`src/rtl/pww_pkg.sv`:
```
package pww_pkg;

  typedef enum logic [1:0] {
    PH_ADDR = 2'd0,
    PH_DATA = 2'd1,
    PH_DROP = 2'd2
  } phase_e;

  function automatic int unsigned max_u(input int unsigned a, input int unsigned b);
    return (a > b) ? a : b;
  endfunction

endpackage

```
`src/rtl/pww_sync.sv`:
```
module pww_sync #(
  parameter int STAGES = 2
) (
  input  logic clk,
  input  logic rst_n,
  input  logic din_i,
  output logic dout_o
);

  logic [STAGES-1:0] chain_q;

  always_ff @(posedge clk) begin
    if (!rst_n) chain_q <= '0;
    else        chain_q <= {chain_q[STAGES-2:0], din_i};
  end

  assign dout_o = chain_q[STAGES-1];

endmodule

```
`src/rtl/pww_run_timer.sv`:
```
module pww_run_timer #(
  parameter int RUN_W   = 6,
  parameter int RUN_MAX = 61
) (
  input  logic             clk,
  input  logic             rst_n,
  input  logic             lvl_i,
  output logic             lvl_o,
  output logic [RUN_W-1:0] run_o
);

  logic             lvl_q;
  logic [RUN_W-1:0] run_q;

  // run_q counts the cycles the registered level has been stable (0 = just changed)
  always_ff @(posedge clk) begin
    if (!rst_n) begin
      lvl_q <= 1'b0;
      run_q <= '0;
    end else begin
      lvl_q <= lvl_i;
      if (lvl_i != lvl_q)                    run_q <= '0;
      else if (run_q != RUN_W'(RUN_MAX))     run_q <= run_q + 1'b1;
    end
  end

  assign lvl_o = lvl_q;
  assign run_o = run_q;

endmodule

```
`src/rtl/pww_fsm.sv`:
```
module pww_fsm
  import pww_pkg::*;
#(
  parameter int ADDR_W     = 5,
  parameter int DATA_W     = 6,
  parameter int RUN_W      = 6,
  parameter int SU_CYC     = 40,
  parameter int SD_CYC     = 60,
  parameter int HOLDA_MIN  = 6,
  parameter int HOLDA_MAX  = 16,
  parameter int HOLDD_MIN  = 6,
  parameter int BUSRST_CYC = 24,
  parameter int STBY_CYC   = 32
) (
  input  logic              clk,
  input  logic              rst_n,
  input  logic              lvl_i,
  input  logic [RUN_W-1:0]  run_i,
  output logic              en_o,
  output logic              standby_o,
  output logic              wr_valid_o,
  output logic [ADDR_W-1:0] wr_addr_o,
  output logic [DATA_W-1:0] wr_data_o
);

  localparam int CNT_W      = DATA_W + 1;
  localparam int ADDR_LIMIT = 1 << ADDR_W;
  localparam int DATA_LIMIT = 1 << DATA_W;

  phase_e            ph_q;
  logic [CNT_W-1:0]  cnt_q;
  logic              en_q;
  logic              vld_q;
  logic [ADDR_W-1:0] addr_q;
  logic [DATA_W-1:0] data_q;

  logic rise, su_hit, sd_hit, sb_hit, ha_hit, hamax_hit, hd_hit, br_hit;

  assign rise      =  lvl_i && (run_i == '0);
  assign su_hit    =  lvl_i && (run_i == RUN_W'(SU_CYC));
  assign sd_hit    = !lvl_i && (run_i == RUN_W'(SD_CYC));
  assign sb_hit    =  lvl_i && (run_i == RUN_W'(STBY_CYC));
  assign ha_hit    =  lvl_i && (run_i == RUN_W'(HOLDA_MIN));
  assign hamax_hit =  lvl_i && (run_i == RUN_W'(HOLDA_MAX));
  assign hd_hit    =  lvl_i && (run_i == RUN_W'(HOLDD_MIN));
  assign br_hit    =  lvl_i && (run_i == RUN_W'(BUSRST_CYC));

  always_ff @(posedge clk) begin
    if (!rst_n) begin
      ph_q   <= PH_ADDR;
      cnt_q  <= '0;
      en_q   <= 1'b0;
      vld_q  <= 1'b0;
      addr_q <= '0;
      data_q <= '0;
    end else begin
      vld_q <= 1'b0;
      if (!en_q) begin
        if (su_hit) begin
          en_q  <= 1'b1;
          ph_q  <= PH_ADDR;
          cnt_q <= '0;
        end
      end else if (sd_hit) begin
        en_q   <= 1'b0;
        ph_q   <= PH_ADDR;
        cnt_q  <= '0;
        addr_q <= '0;
        data_q <= '0;
      end else if (sb_hit) begin
        ph_q  <= PH_ADDR;
        cnt_q <= '0;
      end else begin
        unique case (ph_q)
          PH_ADDR: begin
            if (rise) begin
              if (cnt_q != '1) cnt_q <= cnt_q + 1'b1;
            end else if (ha_hit && cnt_q != '0) begin
              cnt_q <= '0;
              if (cnt_q <= CNT_W'(ADDR_LIMIT)) begin
                addr_q <= ADDR_W'(cnt_q - 1'b1);
                ph_q   <= PH_DATA;
              end else begin
                ph_q <= PH_DROP;
              end
            end
          end
          PH_DATA: begin
            if (rise) begin
              if (cnt_q != '1) cnt_q <= cnt_q + 1'b1;
            end else if (hd_hit && cnt_q != '0) begin
              cnt_q <= '0;
              ph_q  <= PH_ADDR;
              if (cnt_q <= CNT_W'(DATA_LIMIT)) begin
                data_q <= DATA_W'(cnt_q - 1'b1);
                vld_q  <= 1'b1;
              end
            end else if (hamax_hit && cnt_q == '0) begin
              ph_q <= PH_ADDR;
            end
          end
          PH_DROP: begin
            if (br_hit) ph_q <= PH_ADDR;
          end
          default: ph_q <= PH_ADDR;
        endcase
      end
    end
  end

  assign en_o       = en_q;
  assign standby_o  = en_q && lvl_i && (run_i >= RUN_W'(STBY_CYC));
  assign wr_valid_o = vld_q;
  assign wr_addr_o  = addr_q;
  assign wr_data_o  = data_q;


  wr_single_chk: assert property (@(posedge clk) disable iff (!rst_n)
    vld_q |=> !vld_q);


  en_gate_chk: assert property (@(posedge clk) disable iff (!rst_n)
    !en_q |=> !vld_q);


  drop_quiet_chk: assert property (@(posedge clk) disable iff (!rst_n)
    (ph_q == PH_DROP) |=> !vld_q);


  stby_addr_chk: assert property (@(posedge clk) disable iff (!rst_n)
    $rose(standby_o) |=> (ph_q == PH_ADDR));

endmodule

```
`src/rtl/pulse_wire_writer.sv`:
```
module pulse_wire_writer #(
  parameter int ADDR_W      = 5,
  parameter int DATA_W      = 6,
  parameter int SYNC_STAGES = 2,
  parameter int SU_CYC      = 40,
  parameter int SD_CYC      = 60,
  parameter int HOLDA_MIN   = 6,
  parameter int HOLDA_MAX   = 16,
  parameter int HOLDD_MIN   = 6,
  parameter int BUSRST_CYC  = 24,
  parameter int STBY_CYC    = 32
) (
  input  logic              clk,
  input  logic              rst_n,
  input  logic              line_i,
  output logic              dev_en_o,
  output logic              standby_o,
  output logic              wr_valid_o,
  output logic [ADDR_W-1:0] wr_addr_o,
  output logic [DATA_W-1:0] wr_data_o
);

  localparam int unsigned RUN_TOP = pww_pkg::max_u(pww_pkg::max_u(SU_CYC, SD_CYC),
                                    pww_pkg::max_u(pww_pkg::max_u(HOLDA_MAX, STBY_CYC),
                                    pww_pkg::max_u(BUSRST_CYC, pww_pkg::max_u(HOLDA_MIN, HOLDD_MIN))));
  localparam int RUN_MAX = int'(RUN_TOP) + 1;
  localparam int RUN_W   = $clog2(RUN_MAX + 1);

  logic             line_s;
  logic             lvl;
  logic [RUN_W-1:0] run;

  pww_sync #(.STAGES(SYNC_STAGES)) u_sync (
    .clk    (clk),
    .rst_n  (rst_n),
    .din_i  (line_i),
    .dout_o (line_s)
  );

  pww_run_timer #(.RUN_W(RUN_W), .RUN_MAX(RUN_MAX)) u_timer (
    .clk   (clk),
    .rst_n (rst_n),
    .lvl_i (line_s),
    .lvl_o (lvl),
    .run_o (run)
  );

  pww_fsm #(
    .ADDR_W     (ADDR_W),
    .DATA_W     (DATA_W),
    .RUN_W      (RUN_W),
    .SU_CYC     (SU_CYC),
    .SD_CYC     (SD_CYC),
    .HOLDA_MIN  (HOLDA_MIN),
    .HOLDA_MAX  (HOLDA_MAX),
    .HOLDD_MIN  (HOLDD_MIN),
    .BUSRST_CYC (BUSRST_CYC),
    .STBY_CYC   (STBY_CYC)
  ) u_fsm (
    .clk        (clk),
    .rst_n      (rst_n),
    .lvl_i      (lvl),
    .run_i      (run),
    .en_o       (dev_en_o),
    .standby_o  (standby_o),
    .wr_valid_o (wr_valid_o),
    .wr_addr_o  (wr_addr_o),
    .wr_data_o  (wr_data_o)
  );

endmodule

```
`config.mk`:
```
export PLATFORM = sky130hd
export DESIGN_NAME = pulse_wire_writer
export DESIGN_NICKNAME = d
export VERILOG_FILES = /design/src/rtl/pww_pkg.sv /design/src/rtl/pww_sync.sv /design/src/rtl/pww_run_timer.sv /design/src/rtl/pww_fsm.sv /design/src/rtl/pulse_wire_writer.sv
export SDC_FILE = /design/constraint.sdc
export NUM_CORES = 1
export LEC_CHECK = 0
export BUFFER_PORTS_ARGS = -buffer_cell sky130_fd_sc_hd__buf_4
export CAP_MARGIN = 5
export CORE_ASPECT_RATIO = 2
export CORE_MARGIN = 2
export CORE_UTILIZATION = 30
export CTS_BUF_LIST = sky130_fd_sc_hd__clkbuf_16
export CTS_CLUSTER_SIZE = 14
export DETAILED_ROUTE_END_ITERATION = 8
export GPL_TIMING_DRIVEN = 0
export PLACE_DENSITY = 0.46
export SLEW_MARGIN = 10
export SYNTH_ARGS = -nofsm -noshare
export SYNTH_HDL_FRONTEND = slang
export SYNTH_SLANG_ARGS = --single-unit
```
`constraint.sdc`:
```
create_clock -name clk -period 2.9 [get_ports clk]
set_input_delay 0.29 -clock clk [delete_from_list [all_inputs] [get_ports clk]]
set_output_delay 0.29 -clock clk [all_outputs]
set_load 0.1 [all_outputs]
```
; Word-level counts from Yosys, hierarchy flattened
; Index checks and enable logic that the tools add are counted.
[word_totals]
inputBits = 3
word_cells = 105
ff_bits = 31
[classes]
n_reduce_logical = 29
add_sub_neg = 3
n_eq_ne = 21
muxes = 36
magnitude_cmp = 3
bitwise = 4
[op_table]
columns = operator, count
row1 = $mux W7, 8
row2 = $mux W6, 6
row3 = $mux W5, 6
row4 = $ne A5 B5 Y1 const B, 6
row5 = $mux W2, 11
row6 = $eq A6 B6 Y1 const B, 3
row7 = $reduce_and A6 Y1, 3
row8 = $eq A6 B5 Y1 const B, 2
row9 = $ne A6 B6 Y1 const B, 2
row10 = $reduce_bool A2 Y1, 6
row11 = $logic_and A1 B1 Y1, 11
row12 = $add A7 B1 Y7 const B, 1
row13 = $le A7 B6 Y1 const B, 1
row14 = $le A7 B7 Y1 const B, 1
row15 = $logic_not A7 Y1, 1
row16 = $ne A7 B7 Y1 const B, 1
row17 = $reduce_bool A7 Y1, 1
row18 = $reduce_or A7 Y1, 1
row19 = $add A6 B1 Y6 const B, 1
row20 = $eq A6 B3 Y1 const B, 1
row21 = $ge A6 B6 Y1 const B, 1
row22 = $logic_not A6 Y1, 1
row23 = $pmux W2 S3, 1
row24 = $sub A6 B1 Y6 const B, 1
row25 = 12 further kinds, 19

; Depth between registers and ports, before layout
[depth]
ltp_word = 10
depth_mapped = 8
ltp_nobuf = 7

; Modules after synthesis
; Synthesis repeated with hierarchy kept, for this count alone.
[unflattened]
hier_cells = 189
area_unflattened_um2 = 1647.8
[by_module_without_submodules]
columns = module, cells_per_inst, seq_area_each_um2, area_each_um2, instances
row1 = pww_fsm, 151, 440.4, 1272.5, 1
row2 = pww_run_timer, 34, 140.1, 322.8, 1
row3 = pww_sync, 4, 40.0, 52.6, 1

; Worst setup path before layout
; Ideal clock, no wire load.
[synth_timing]
kind = register to output
startpoint = reg u_fsm.en_q (netlist: u_fsm.en_o)
endpoint = out standby_o
setup_slack_ns = 0.445
stages_incl_launch_ff = 3
arrival_ns = 2.165
path_buffers = 1
path_cell_list = dfxtp_1 > clkbuf_1 > and3_1
[synth_between]
elab_chain_len = 2
[synth_rtl]
columns = item, line_no
row1 = start: declaration, pww_fsm.sv:32  ; logic en_q;
row2 = start signal: assignment, pww_fsm.sv:52  ; en_q <= 1'b0;
row3 = start signal: assignment, pww_fsm.sv:60  ; en_q <= 1'b1;
row4 = start signal: assignment, pww_fsm.sv:65  ; en_q <= 1'b0;
row5 = $logic_and A1 B1 Y1 (2 in series), pww_fsm.sv:112  ; assign standby_o = en_q && lvl_i && (run_i >= RUN_W'(STBY_CYC));
row6 = end: declaration, pulse_wire_writer.sv:17  ; output logic standby_o,
; No other way between the ends.

; Final worst setup path
[layout_timing]
startpoint = reg u_fsm.cnt_q[0]
endpoint = reg u_fsm.cnt_q[0]
[layout_between]
elab_chain_len = 7
[layout_rtl]
columns = item, line_no
row1 = start: declaration, pww_fsm.sv:31  ; logic [CNT_W-1:0] cnt_q;
row2 = start signal: assignment, pww_fsm.sv:77  ; if (cnt_q != '1) cnt_q <= cnt_q + 1'b1;
row3 = start signal: assignment, pww_fsm.sv:90  ; if (cnt_q != '1) cnt_q <= cnt_q + 1'b1;
row4 = $add A7 B1 Y7, "pww_fsm.sv:77, pww_fsm.sv:90"
row5 = $mux W7, "pww_fsm.sv:77, pww_fsm.sv:90"
row6 = $mux W7, pww_fsm.sv:89  ; if (rise) begin
row7 = $mux W7, n/a
row8 = $mux W7, pww_fsm.sv:70  ; end else if (sb_hit) begin
row9 = $mux W7, pww_fsm.sv:64  ; end else if (sd_hit) begin
row10 = $mux W7, pww_fsm.sv:58  ; if (!en_q) begin
; Parallel ways exist; a longest one is shown, timed or not. The select of a mux whose other input is x is not followed.
; A chain may end at the register's enable or synchronous reset.

==> results.py <==
metrics = {
    "setup_path": {
        "critPathCaptureType": "flip-flop",
        "critPathLaunch": "u_fsm.cnt_q[0]$_SDFFE_PN0P_",
        "reg2reg_slack_ns": 0.42,
        "path_max_fanout": 7,
        "start_kind": "flip-flop",
        "r2r_end": "u_fsm.cnt_q[0]$_SDFFE_PN0P_",
        "critPathKind": "reg -> reg",
        "cp.required_ns": 3.05,
        "timing.rr.start": "u_fsm.cnt_q[0]$_SDFFE_PN0P_",
        "rr_worst_depth": 7,
        "arrival_ns": 2.63,
    },
    "place": {
        "io_buffer_count": 15,
        "place.gp.congestion": 0.792,
        "hpwl_mm": 3.71,
        "dp_cells": 336,
        "pre_cts_ws_ns": 0.433,
    },
    "synth": {
        "synth_edf_count": 0,
        "synth_nets": 244,
        "synth_top_cell_by_area": "dfxtp_1",
        "syn_area_sq_um": 1900,
        "yosys.area.top_type_share": 0.327,
        "synth_cell_type_count": 50,
        "ys_top_cells_by_area": "dfxtp_1, nand2_1, nand3_1",
        "syn_inst": 235,
        "synth_seq_cells": 31,
        "async_flop_share": 0,
        "yosysWarnings": 0,
        "synth_top_flop_cell": "dfxtp_1",
        "seq_area_frac_synth": 0.327,
        "netlist_top_cells_count": "dfxtp_1, nand2_1, nand3_1, clkbuf_1, nand4_1",
        "synth_area_per_cell_sq_um": 8.07,
    },
    "routing": {
        "wl_per_cell_um": 14.5,
        "drtAntennaViolNets": 0,
        "drc_errors": 0,
        "top_layer": "met4",
        "met3_length_um": 181,
        "dr_wl_met2_mm": 2.49,
        "wl_met1_mm": 2.22,
        "firstDrtPassIters": 4,
        "num_vias": 1783,
        "routed_wl_mm": 5.00,
        "drtIter0Drc": 79,
        "vias_per_cell": 5.18,
    },
    "timing": {
        "setup_tns_ns": 0,
        "worst_pin_slew_ns": 0.600,
        "min_period_ns": 2.48,
        "worst_slack_ns": 0.425,
        "drv_slew": 0,
        "clock_skew_ns": 0.00832,
        "hold_viol": 0,
        "fmax_mhz": 404,
        "finalCritPeriodShare": 0.853,
        "maxSlewHeadroom": 0.598,
        "final-setup-viol-count": 0,
        "grt_setup_unrepaired": "no",
    },
    "run_status": {
        "outcome": "complete, no violations",
    },
    "global_route": {
        "grt_pass1_vias": 1695,
        "grt_max_degree": 11,
        "overflow": 0,
        "antenna_found_initial": 0,
        "gr-usage-all-layers": 0.161,
        "grt_pass1_wl_mm": 8.49,
    },
    "cts": {
        "cts.hold.buffers_added": 0,
        "post_cts_resize_count": 0,
        "post_cts_buffers": 0,
        "clockRootBuffer": "clkbuf_16",
        "cts_sinks": 31,
        "cts_inserted_buffers": 5,
        "cts_tree": "built",
        "clockBufferDepth": 2,
        "htreeDepth": 2,
        "clk_latency_ns": 0.28,
        "cts.clk_slew.worst_paths_ns": 0.05,
    },
    "pwr": {
        "powerDensity_nw_per_um2": 459,
        "pwr-share-comb": 0.086,
        "vdd_drop_max_mv": 0.348,
        "p_leak_nw": 0.783,
        "seqPwrFrac": 0.430,
        "clock_power_share": 0.484,
        "power_mw": 1.03,
        "intPower_uw": 769,
        "p_switching_uw": 265,
        "power.share.switching": 0.256,
    },
    "floorplan": {
        "row_count": 41,
        "pin_count": 17,
        "die_h_um": 116,
        "die_x_um": 60.2,
        "start_util": 0.305,
        "dieArea_sq_um": 7010,
        "fp.coreArea_sq_um": 6210,
    },
    "layout": {
        "layout-drive-gt1-share": 0.136,
        "antenna_cells": 0,
        "area_delta_synth_final_pct": 18.9,
        "fillCellCount": 666,
        "nNetsFinal": 266,
        "utilization": 0.363,
        "fin_cells": 344,
    },
    "min_path": {
        "hold_end": "u_sync.chain_q[0]$_SDFF_PN0_",
        "holdCritStartpoint": "line_i",
        "hp-class": "in -> reg",
        "hold_depth": 2,
    },
    "job": {
        "cap_violations": 0,
    },
}
## layout by cell type, fill, tap and decap left out, types with 6 or more instances in the layout
cell type   n
clkbuf_1   13
nand3b_1    7
nor3_1      7
nand4_1    12
inv_1      11
o211ai_1    9
nor2_1      9
a21oi_1     7
ha_1        6
nand3_1    19
dfxtp_1    31
buf_4      15
nor4_1      6
nand2_1    31
## critical path, stage by stage (launching register included)
cell,delay (ns)
dfxtp_1,0.35
inv_1,0.09
ha_1,0.21
or4b_4,0.52
or3_4,0.39
a211oi_4,0.39
or4_1,0.27
o22ai_1,0.11
## power groups by stage
stage	clock, mW	combinational [mW]	sequential (mW)
3_5_place_dp	0	0.0899	0.453
2_1_floorplan	0	0.0418	0.479
5_1_grt	0.533	0.0969	0.445
6_report	0.501	0.0893	0.444
3_3_place_gp	0	0.0884	0.453
4_1_cts	0.517	0.0901	0.444
## worst max path at each step
stage                                            endpoint  slack [ns]  cells past startpoint
final                         u_fsm.cnt_q[0]$_SDFFE_PN0P_        0.42                      7
after global placement        u_fsm.cnt_q[0]$_SDFFE_PN0P_        0.45                      7
after detailed placement      u_fsm.cnt_q[6]$_SDFFE_PN0P_        0.43                      7
after global routing      u_fsm.wr_addr_o[0]$_SDFFE_PN0P_        0.18                      7
after floorplan                                 standby_o        0.44                      2
after CTS                     u_fsm.cnt_q[6]$_SDFFE_PN0P_        0.41                      7
## flip-flops by register name, summed over array words and instances, names as in the netlist
signal	flops
u_fsm.cnt_q	7
u_fsm.en_o	1
u_fsm.ph_q	2
u_fsm.wr_addr_o	5
u_fsm.wr_data_o	6
u_fsm.wr_valid_o	1
u_sync.chain_q	2
u_timer.lvl_o	1
u_timer.run_o	6
## kinds of logic (layout without fill, tap and decap cells)
group	after synthesis	count (layout)	share of synthesized area
mux	2	2	0.0106
flops	31	31	0.327
buf+inv	25	48	0.0548
simple gates	125	125	0.378
compound gates	37	37	0.148
fa+ha+maj	6	6	0.0396
xor+xnor	9	9	0.0416
## layer usage
metal / vias up / GRT usage
met1: 837 / 0.200
li1: 906 / -
met3: 9 / 0.0377
met4: 0 / 0.0667
met2: 31 / 0.260
met5: - / 0
## cell type report
type	count	area (sq um)	share of cell area
clock buffer	5	125	0.0555
timing repair buffer	15	113	0.0500
buffer	16	70.1	0.0311
multi-input combinational	179	1170	0.520
tap	86	108	0.0478
clock inverter	3	12.5	0.00555
sequential	31	621	0.275
inverter	9	33.8	0.0150
## per-stage QoR
stage                     hold slack [ns]  area, sq um
final                               0.222         2250
after floorplan                     0.412         1900
after CTS                           0.218         2250
after global placement              0.422         2120
after global routing                0.238         2250
after detailed placement            0.434         2120
Power figures use the tool's default switching activity.
